[src/rtl/pipe_sram_pkg.sv]
package pipe_sram_pkg;
  typedef enum logic [1:0] {
    OP_IDLE = 2'd0,
    OP_RD   = 2'd1,
    OP_WR   = 2'd2
  } op_e;
endpackage

[src/rtl/pipe_sram_cmd.sv]
module pipe_sram_cmd
  import pipe_sram_pkg::*;
#(
  parameter int AW = 6,
  parameter int NLANES = 4
) (
  input  logic              clk,
  input  logic              rst_n,
  input  logic              en,
  input  logic              load_n,
  input  logic              rd_wr_n,
  input  logic              chip_sel,
  input  logic              sleep,
  input  logic [AW-1:0]     addr,
  input  logic [NLANES-1:0] lane_we_n,
  output op_e               op_q,
  output logic [AW-1:0]     addr_q,
  output logic [NLANES-1:0] lane_q
);
  op_e           op_d;
  logic [AW-1:0] addr_d;

  always_comb begin
    if (!load_n) begin
      addr_d = addr;
      if (sleep || !chip_sel) op_d = OP_IDLE;
      else                    op_d = rd_wr_n ? OP_RD : OP_WR;
    end else begin
      addr_d      = addr_q;
      addr_d[1:0] = addr_q[1:0] + 2'd1;
      op_d        = sleep ? OP_IDLE : op_q;
    end
  end

  always_ff @(posedge clk) begin
    if (!rst_n) begin
      op_q   <= OP_IDLE;
      addr_q <= '0;
      lane_q <= '0;
    end else if (en) begin
      op_q   <= op_d;
      addr_q <= addr_d;
      lane_q <= ~lane_we_n;
    end
  end
endmodule

[src/rtl/pipe_sram_array.sv]
module pipe_sram_array #(
  parameter int AW = 6,
  parameter int NLANES = 4,
  parameter int LANE_W = 8,
  localparam int DW = NLANES * LANE_W,
  localparam int DEPTH = 1 << AW
) (
  input  logic              clk,
  input  logic              rst_n,
  input  logic              rd_en,
  input  logic [AW-1:0]     rd_addr,
  output logic [DW-1:0]     rd_data,
  input  logic              wr_en,
  input  logic [AW-1:0]     wr_addr,
  input  logic [NLANES-1:0] wr_lane,
  input  logic [DW-1:0]     wr_data
);
  logic [DW-1:0] mem [DEPTH];

  always_ff @(posedge clk) begin
    if (rd_en) rd_data <= mem[rd_addr];
  end

  for (genvar i = 0; i < NLANES; i++) begin : g_lane
    always_ff @(posedge clk) begin
      if (wr_en && wr_lane[i]) mem[wr_addr][i*LANE_W +: LANE_W] <= wr_data[i*LANE_W +: LANE_W];
    end

    a_r2_lane_written: assert property (@(posedge clk) disable iff (!rst_n)
      (wr_en && wr_lane[i]) |=>
        mem[$past(wr_addr)][i*LANE_W +: LANE_W] == $past(wr_data[i*LANE_W +: LANE_W]));
  end
endmodule

[src/rtl/pipe_sram_fwd.sv]
module pipe_sram_fwd #(
  parameter int NLANES = 4,
  parameter int LANE_W = 8,
  localparam int DW = NLANES * LANE_W
) (
  input  logic [DW-1:0]     raw,
  input  logic              hit,
  input  logic [NLANES-1:0] hit_lane,
  input  logic [DW-1:0]     hit_data,
  output logic [DW-1:0]     merged
);
  for (genvar i = 0; i < NLANES; i++) begin : g_mux
    assign merged[i*LANE_W +: LANE_W] = (hit && hit_lane[i]) ?
      hit_data[i*LANE_W +: LANE_W] : raw[i*LANE_W +: LANE_W];
  end

  always_comb begin
    if (hit === 1'b1 && (&hit_lane) === 1'b1)
      a_r5_full_hit: assert (merged == hit_data);
    if (hit === 1'b0)
      a_r5_no_hit: assert (merged == raw);
  end
endmodule

[src/rtl/pipe_sram.sv]
module pipe_sram
  import pipe_sram_pkg::*;
#(
  parameter int AW = 6,
  parameter int NLANES = 4,
  localparam int LANE_W = 8,
  localparam int DW = NLANES * LANE_W
) (
  input  logic              clk,
  input  logic              rst_n,
  input  logic              cke_n,
  input  logic              load_n,
  input  logic              rd_wr_n,
  input  logic              sel0_n,
  input  logic              sel1,
  input  logic              sel2_n,
  input  logic [NLANES-1:0] lane_we_n,
  input  logic [AW-1:0]     addr,
  input  logic [DW-1:0]     d_in,
  input  logic              oe_n,
  input  logic              sleep,
  output logic [DW-1:0]     q_out,
  output logic              q_en
);
  logic              en;
  logic              chip_sel;
  op_e               op1, op2;
  logic [AW-1:0]     addr1, addr2;
  logic [NLANES-1:0] lane1, lane2;
  logic [DW-1:0]     raw;
  logic [DW-1:0]     merged;
  logic              hit_q;
  logic [NLANES-1:0] hit_lane_q;
  logic [DW-1:0]     hit_data_q;
  logic              q_valid;

  assign en       = !cke_n;
  assign chip_sel = !sel0_n && sel1 && !sel2_n;

  pipe_sram_cmd #(.AW(AW), .NLANES(NLANES)) cmd_i (
    .clk(clk), .rst_n(rst_n), .en(en), .load_n(load_n), .rd_wr_n(rd_wr_n),
    .chip_sel(chip_sel), .sleep(sleep), .addr(addr), .lane_we_n(lane_we_n),
    .op_q(op1), .addr_q(addr1), .lane_q(lane1)
  );

  always_ff @(posedge clk) begin
    if (!rst_n) begin
      op2   <= OP_IDLE;
      addr2 <= '0;
      lane2 <= '0;
    end else if (en) begin
      op2   <= op1;
      addr2 <= addr1;
      lane2 <= lane1;
    end
  end

  pipe_sram_array #(.AW(AW), .NLANES(NLANES), .LANE_W(LANE_W)) array_i (
    .clk(clk), .rst_n(rst_n),
    .rd_en(en && op1 == OP_RD), .rd_addr(addr1), .rd_data(raw),
    .wr_en(en && op2 == OP_WR), .wr_addr(addr2), .wr_lane(lane2), .wr_data(d_in)
  );

  always_ff @(posedge clk) begin
    if (!rst_n) begin
      hit_q      <= 1'b0;
      hit_lane_q <= '0;
      hit_data_q <= '0;
    end else if (en) begin
      hit_q      <= (op1 == OP_RD) && (op2 == OP_WR) && (addr1 == addr2);
      hit_lane_q <= lane2;
      hit_data_q <= d_in;
    end
  end

  pipe_sram_fwd #(.NLANES(NLANES), .LANE_W(LANE_W)) fwd_i (
    .raw(raw), .hit(hit_q), .hit_lane(hit_lane_q), .hit_data(hit_data_q), .merged(merged)
  );

  always_ff @(posedge clk) begin
    if (!rst_n) begin
      q_valid <= 1'b0;
      q_out   <= '0;
    end else if (en) begin
      q_valid <= (op2 == OP_RD);
      if (op2 == OP_RD) q_out <= merged;
    end
  end

  assign q_en = q_valid && !oe_n && !sleep;

  a_r7_frozen: assert property (@(posedge clk) disable iff (!rst_n)
    cke_n |=> ($stable(q_out) && $stable(q_valid) && $stable(op1) && $stable(addr1)));
  a_r1_desel: assert property (@(posedge clk) disable iff (!rst_n)
    (!cke_n && !load_n && !chip_sel) |=> op1 == OP_IDLE);
  a_r9_sleep_blocks: assert property (@(posedge clk) disable iff (!rst_n)
    (!cke_n && sleep) |=> op1 == OP_IDLE);
  a_r6_wrap: assert property (@(posedge clk) disable iff (!rst_n)
    (!cke_n && load_n) |=> (addr1[1:0] == $past(addr1[1:0]) + 2'd1));
  a_r3_read_lands: assert property (@(posedge clk) disable iff (!rst_n)
    (!cke_n && op2 == OP_RD) |=> q_valid);
endmodule

[config.mk]
export PLATFORM = sky130hd
export DESIGN_NAME = pipe_sram
export DESIGN_NICKNAME = d
export VERILOG_FILES = /design/src/rtl/pipe_sram_pkg.sv /design/src/rtl/pipe_sram_cmd.sv /design/src/rtl/pipe_sram_array.sv /design/src/rtl/pipe_sram_fwd.sv /design/src/rtl/pipe_sram.sv
export SDC_FILE = /design/constraint.sdc
export NUM_CORES = 2
export LEC_CHECK = 0
export CAP_MARGIN = 30
export CORE_UTILIZATION = 63
export DETAILED_ROUTE_END_ITERATION = 8
export DONT_BUFFER_PORTS = 1
export PLACE_DENSITY_LB_ADDON = 0.15
export SYNTH_ARGS = -nofsm -noshare
export SYNTH_HDL_FRONTEND = slang
export SYNTH_SLANG_ARGS = --single-unit
export TNS_END_PERCENT = 30
[constraint.sdc]
create_clock -name clk -period 2.6 [get_ports clk]
set_input_delay 0.13 -clock clk [delete_from_list [all_inputs] [get_ports clk]]
set_output_delay 0.13 -clock clk [all_outputs]
set_load 0.01 [all_outputs]
-- Word-level counts from Yosys, hierarchy flattened
Memories as Yosys holds them, arrays and structs flattened. A register that Yosys moved wholly into a read port is not among the register bits.
Cells that the tools add are included.
- $add $sub $neg: 1
- equality and inequality tests: 5
- muxes and demuxes: 17
- bitwise gates (word level): 3
- reductions and logical operators: 26
- operators with widths (operator ; number):
    $mux 8 ; 4
    $logic_and 1x1->1 ; 16
    $mux 2 ; 5
    $mux 1 ; 8
    $eq 6x6->1 ; 1
    $logic_not 1->1 ; 6
    $reduce_and 2->1 ; 3
    $eq 2x1->1 const B ; 2
    $not 4->4 ; 1
    $add 2x1->2 const B ; 1
    $eq 2x2->1 const B ; 1
    $ne 2x1->1 const B ; 1
    $not 1->1 ; 2
    $logic_or 1x1->1 ; 1
- bits in registers: 94
- RAM bits: 2048
- bits of input ports: 52
- output and inout bits: 33
- word-level logic and storage cells: 65
- memories kept: 1
- memories (name ; depth ; bits a word ; rd ports ; clocked after Yosys merged registers in ; write ports ; line ; source):
    array_i.mem ; 64 ; 32 ; 1 ; 1 ; 1 ; pipe_sram_array.sv:18 ; logic [DW-1:0] mem [DEPTH];

-- Depth between registers and ports, before layout
- word-level depth: 7
- gate-level depth with buffers: 10
- gate-level depth less buffers: 5

-- Modules after synthesis
A second synthesis with hierarchy kept.
- cell total of the unflattened synthesis: 3980
- area, all modules: 84130.7 um2
- by module, submodules not included (module ; instances ; cells each ; area each (um2) ; sequential area each (um2)):
    pipe_sram_array ; 1 ; 3576 ; 80091.8 ; 62459.9
    pipe_sram ; 1 ; 318 ; 3188.1 ; 1641.6
    pipe_sram_cmd ; 1 ; 50 ; 465.4 ; 240.2
    pipe_sram_fwd ; 1 ; 36 ; 385.4 ; 0.0

-- Worst setup path after synthesis
OpenSTA, ideal clock, no wires.
- path type: in2reg
- from: input port cke_n
- to: register array_i.rd_data[0] (read register of array_i.mem) (enable)
- library setup time: 421 ps
- arrival time: 1908 ps
- required time: 2179 ps
- slack: 271 ps
- stages on the path: 3
- path buffers: 2
- cells stage by stage: clkbuf_1 clkbuf_1 nor2_1
- longest elaborated chain between the ends: 2
- RTL lines (element ; line ; source):
    start, declared ; pipe_sram.sv:11 ; input logic cke_n,
    $logic_not 1->1 ; pipe_sram.sv:37 ; assign en = !cke_n;
    $logic_and 1x1->1 ; pipe_sram.sv:60 ; .rd_en(en && op1 == OP_RD), .rd_addr(addr1), .rd_data(raw),
    net array_i.rd_en ; pipe_sram_array.sv:10 ; input logic rd_en,
    end, declared ; pipe_sram_array.sv:12 ; output logic [DW-1:0] rd_data,
The timed path passes the listed nets, and every way through them passes these cells.
A chain may end at the register's enable or synchronous reset.

==> results.json <==
{
  "status": "finished, final reports clean",
  "placed_area_sq_um": 90300,
  "r2r_slack_ps": 5,
  "synth_mux_area_share_pct": 15.5,
  "p_per_area_nw_per_um2": 734,
  "place_inst": 6313,
  "ys_seq_area_share_pct": 76.1,
  "wl_per_cell_um": 34.6,
  "firstDrtPassIters": 9,
  "ys_types": 58,
  "yosys.area_share.simple_pct": 3.32,
  "setup_ws_ps": 4.86,
  "met1_usage_pct": 49.8,
  "cp.depth": 7,
  "path_common_cell": "buf_12",
  "synthFlopType": "edfxtp_1",
  "power_leakage_nw": 32.0,
  "cts_tree": "built",
  "drive_above_1_share_pct": 28.5,
  "power.total_mw": 72.5,
  "antenna_found_initial": 13,
  "use_met2_pct": 52.4,
  "critPathCaptureType": "register",
  "die_h_um": 368,
  "critPathSlowestCell": "mux4_2",
  "hold_path.class": "in2reg",
  "ios": 85,
  "reg2reg_depth": 7,
  "slew_violations": 0,
  "rsz0062_at_grt": "yes",
  "vias": 46243,
  "dieArea_sq_um": 136000,
  "tightest_slew_ps": 1020,
  "clk_path_buf_depth": 3,
  "synth-xor-area-share_pct": 0.0622,
  "critical_path.top_delay_family": "multiplexers",
  "slew-limit-headroom_pct": 32.0,
  "netlist_area_sq_um": 84500,
  "die_w_um": 368,
  "cts_inserted_buffers": 207,
  "dp_hpwl_mm": 149,
  "post_synth.cell_area_avg_sq_um": 19.9,
  "min_period_over_period_pct": 99.8,
  "clk_pin_slew_ps": 60,
  "grt_pass1_vias": 45553,
  "yosysWarnings": 0,
  "viasPerCell": 6.79,
  "synth_edf_count": 2080,
  "insertion_delay_ps": 840,
  "drc": 0,
  "clock.fmax_mhz": 385,
  "cp_data_required_time_ps": 3160,
  "ir_drop_v": 0.000580,
  "grt_overflow_total": 0,
  "top_usage_layer": "met2",
  "synthAdderAreaFrac_pct": 0,
  "wl_mm": 235,
  "synth_compound_area_share_pct": 3.25,
  "core_sq_um": 133000,
  "start_kind": "register",
  "fin_skew_ps": 25.0,
  "area_growth_pct": 16.9,
  "hold_violations": 0,
  "grt_pass1_wl_mm": 333,
  "crit_path_max_incr_delay_ps": 540,
  "crit_chain": "buf_12 -> buf_12 -> mux4_2 -> mux2i_1 -> nor2_1 -> a211oi_1 -> a221oi_1",
  "antenna_left": 0,
  "crit_path_max_fanout": 20,
  "cp.buffers_inverters": 2,
  "min_period_ps": 2600,
  "drt_iter0_markers": 6949,
  "setup-violations-final": 0,
  "holdPathStages": 3,
  "clock-root-buffer": "clkbuf_16",
  "final_cells": 6813,
  "ys_ff_latch": 2174,
  "fp-row-count": 134,
  "cts_htree_levels": 4,
  "track_usage_pct": 35.3,
  "async_reset_ff_share_pct": 0,
  "syn-num-nets": 4295,
  "pre_cts_ws_ps": -237,
  "drv_cap": 0,
  "fill_cells": 7545,
  "met3_usage_pct": 10.0,
  "design_area_sq_um": 98800,
  "nets": 4905,
  "clock-sinks": 2174,
  "synth_top_family_by_area": "multiplexers",
  "crit_type": "reg2reg",
  "place_congestion": 0.909,
  "grt_max_degree": 72,
  "cp_data_arrival_time_ps": 3160,
  "synthCells": 4243,
  "portBuffers": 0,
  "initial_core_util_pct": 63.4
}
## metal layers
metal	routed length, um	vias to the layer above
li1	-	18589
met1	84000	23774
met2	108000	3288
met3	32400	576
met4	11400	16
met5	114	-
## area by class of cell
type                            count  area [sq um]  area share [%]
Multi-Input combinational cell   1800         18800            19.1
Clock buffer                      268          5640            5.71
Antenna cell                       15          37.5          0.0380
Sequential cell                  2174         64400            65.2
Timing Repair Buffer              666          6590            6.67
Tap cell                         1768          2210            2.24
Clock inverter                    118          1070            1.08
Inverter                            4          21.3          0.0215
## cells in the final DEF, fill, tap and decap left out, drive strengths merged, types with 10 or more instances in the layout
cell            n
a31oi          16
nor2          383
clkinv         89
a22oi          68
edfxtp       2080
buf           604
nand2b         17
and2           11
a22o           10
nor3           13
clkbuf        269
mux2           40
o221ai         10
nand2         140
a211oi         17
diode          15
o211ai         42
a311oi         34
dlygate4sd3    61
mux4          444
nor2b          12
and3           13
o21ai          44
mux2i         261
bufinv         19
o22ai          31
a21oi          59
nand3          43
dfxtp          94
a221oi         15
## report_power, final
group | internal [mW] | switching [mW]
combinational | 1.84 | 2.41
sequential | 38.4 | 0.0661
clock | 17.1 | 12.7
## cell usage after synthesis (all sizes together), types with 9 or more instances
| cell | instances | area (sq um) |
|---|---|---|
| mux4 | 444 | 10000 |
| edfxtp | 2080 | 62500 |
| nor2b | 12 | 75.1 |
| o21ai | 44 | 220 |
| and3 | 13 | 81.3 |
| mux2i | 261 | 2610 |
| nor3 | 13 | 65.1 |
| o211ai | 42 | 315 |
| a311oi | 34 | 298 |
| o22ai | 31 | 194 |
| nor2 | 383 | 1440 |
| nand2 | 140 | 526 |
| o211a | 9 | 90.1 |
| a22o | 10 | 87.6 |
| nor3b | 9 | 67.6 |
| o221ai | 10 | 87.6 |
| clkbuf | 123 | 462 |
| buf | 142 | 1030 |
| mux2 | 40 | 450 |
| nand3 | 43 | 215 |
| a221oi | 15 | 131 |
| a211oi | 17 | 128 |
| dfxtp | 94 | 1880 |
| a31oi | 16 | 100 |
| nand2b | 17 | 106 |
| a22oi | 68 | 510 |
| and2 | 11 | 68.8 |
| a21oi | 59 | 295 |
## final timing paths
path	end	startpoint
min	cmd_i.addr_q[4]	load_n
max	array_i.rd_data[2]	cmd_i.addr_q[0]
min reg2reg	hit_data_q[1]	hit_data_q[1]
max reg2reg	array_i.rd_data[2]	cmd_i.addr_q[0]
## cells by family after synthesis
kind of cell / Yosys count
buffers and inverters: 269
multiplexers: 745
AO/OA/AOI/OAI: 386
AND/OR/NAND/NOR: 663
XOR/XNOR: 6
flip-flops: 2174
## registers in the layout, indices dropped and copies added, names as in the netlist
| name | count |
|---|---|
| hit_q | 1 |
| hit_lane_q | 4 |
| addr2 | 6 |
| cmd_i.op_q | 2 |
| q_out | 32 |
| q_valid | 1 |
| array_i.mem | 2048 |
| cmd_i.lane_q | 4 |
| cmd_i.addr_q | 6 |
| op2 | 2 |
| lane2 | 4 |
| array_i.rd_data | 32 |
| hit_data_q | 32 |
## repair_timing
action | in CTS | in global routing
cloned | 0 | 1
endpoints found under the hold margin | 2174 | 0
pin swaps | 0 | 1
hold buffers | 94 | 0
setup buffers | 4 | 0
gates resized for setup | 9 | 24
endpoints found under the setup margin | 4 | 16
## worst min-delay path, cell delays in order
cell and delay (ps):
o21ai_0 50, a21oi_1 130, dlygate4sd3_1 540
## metrics by stage
stage               hold WS, ps  utilization [%]  TNS, ps
global placement            232             67.7     -701
detailed placement          231             67.7     -781
floorplan                   229                -        0
global route               91.2             74.1    -42.5
CTS                        16.8             74.0    -8.06
finish                     55.9             74.1        0
(Power assumes the default switching activity.)
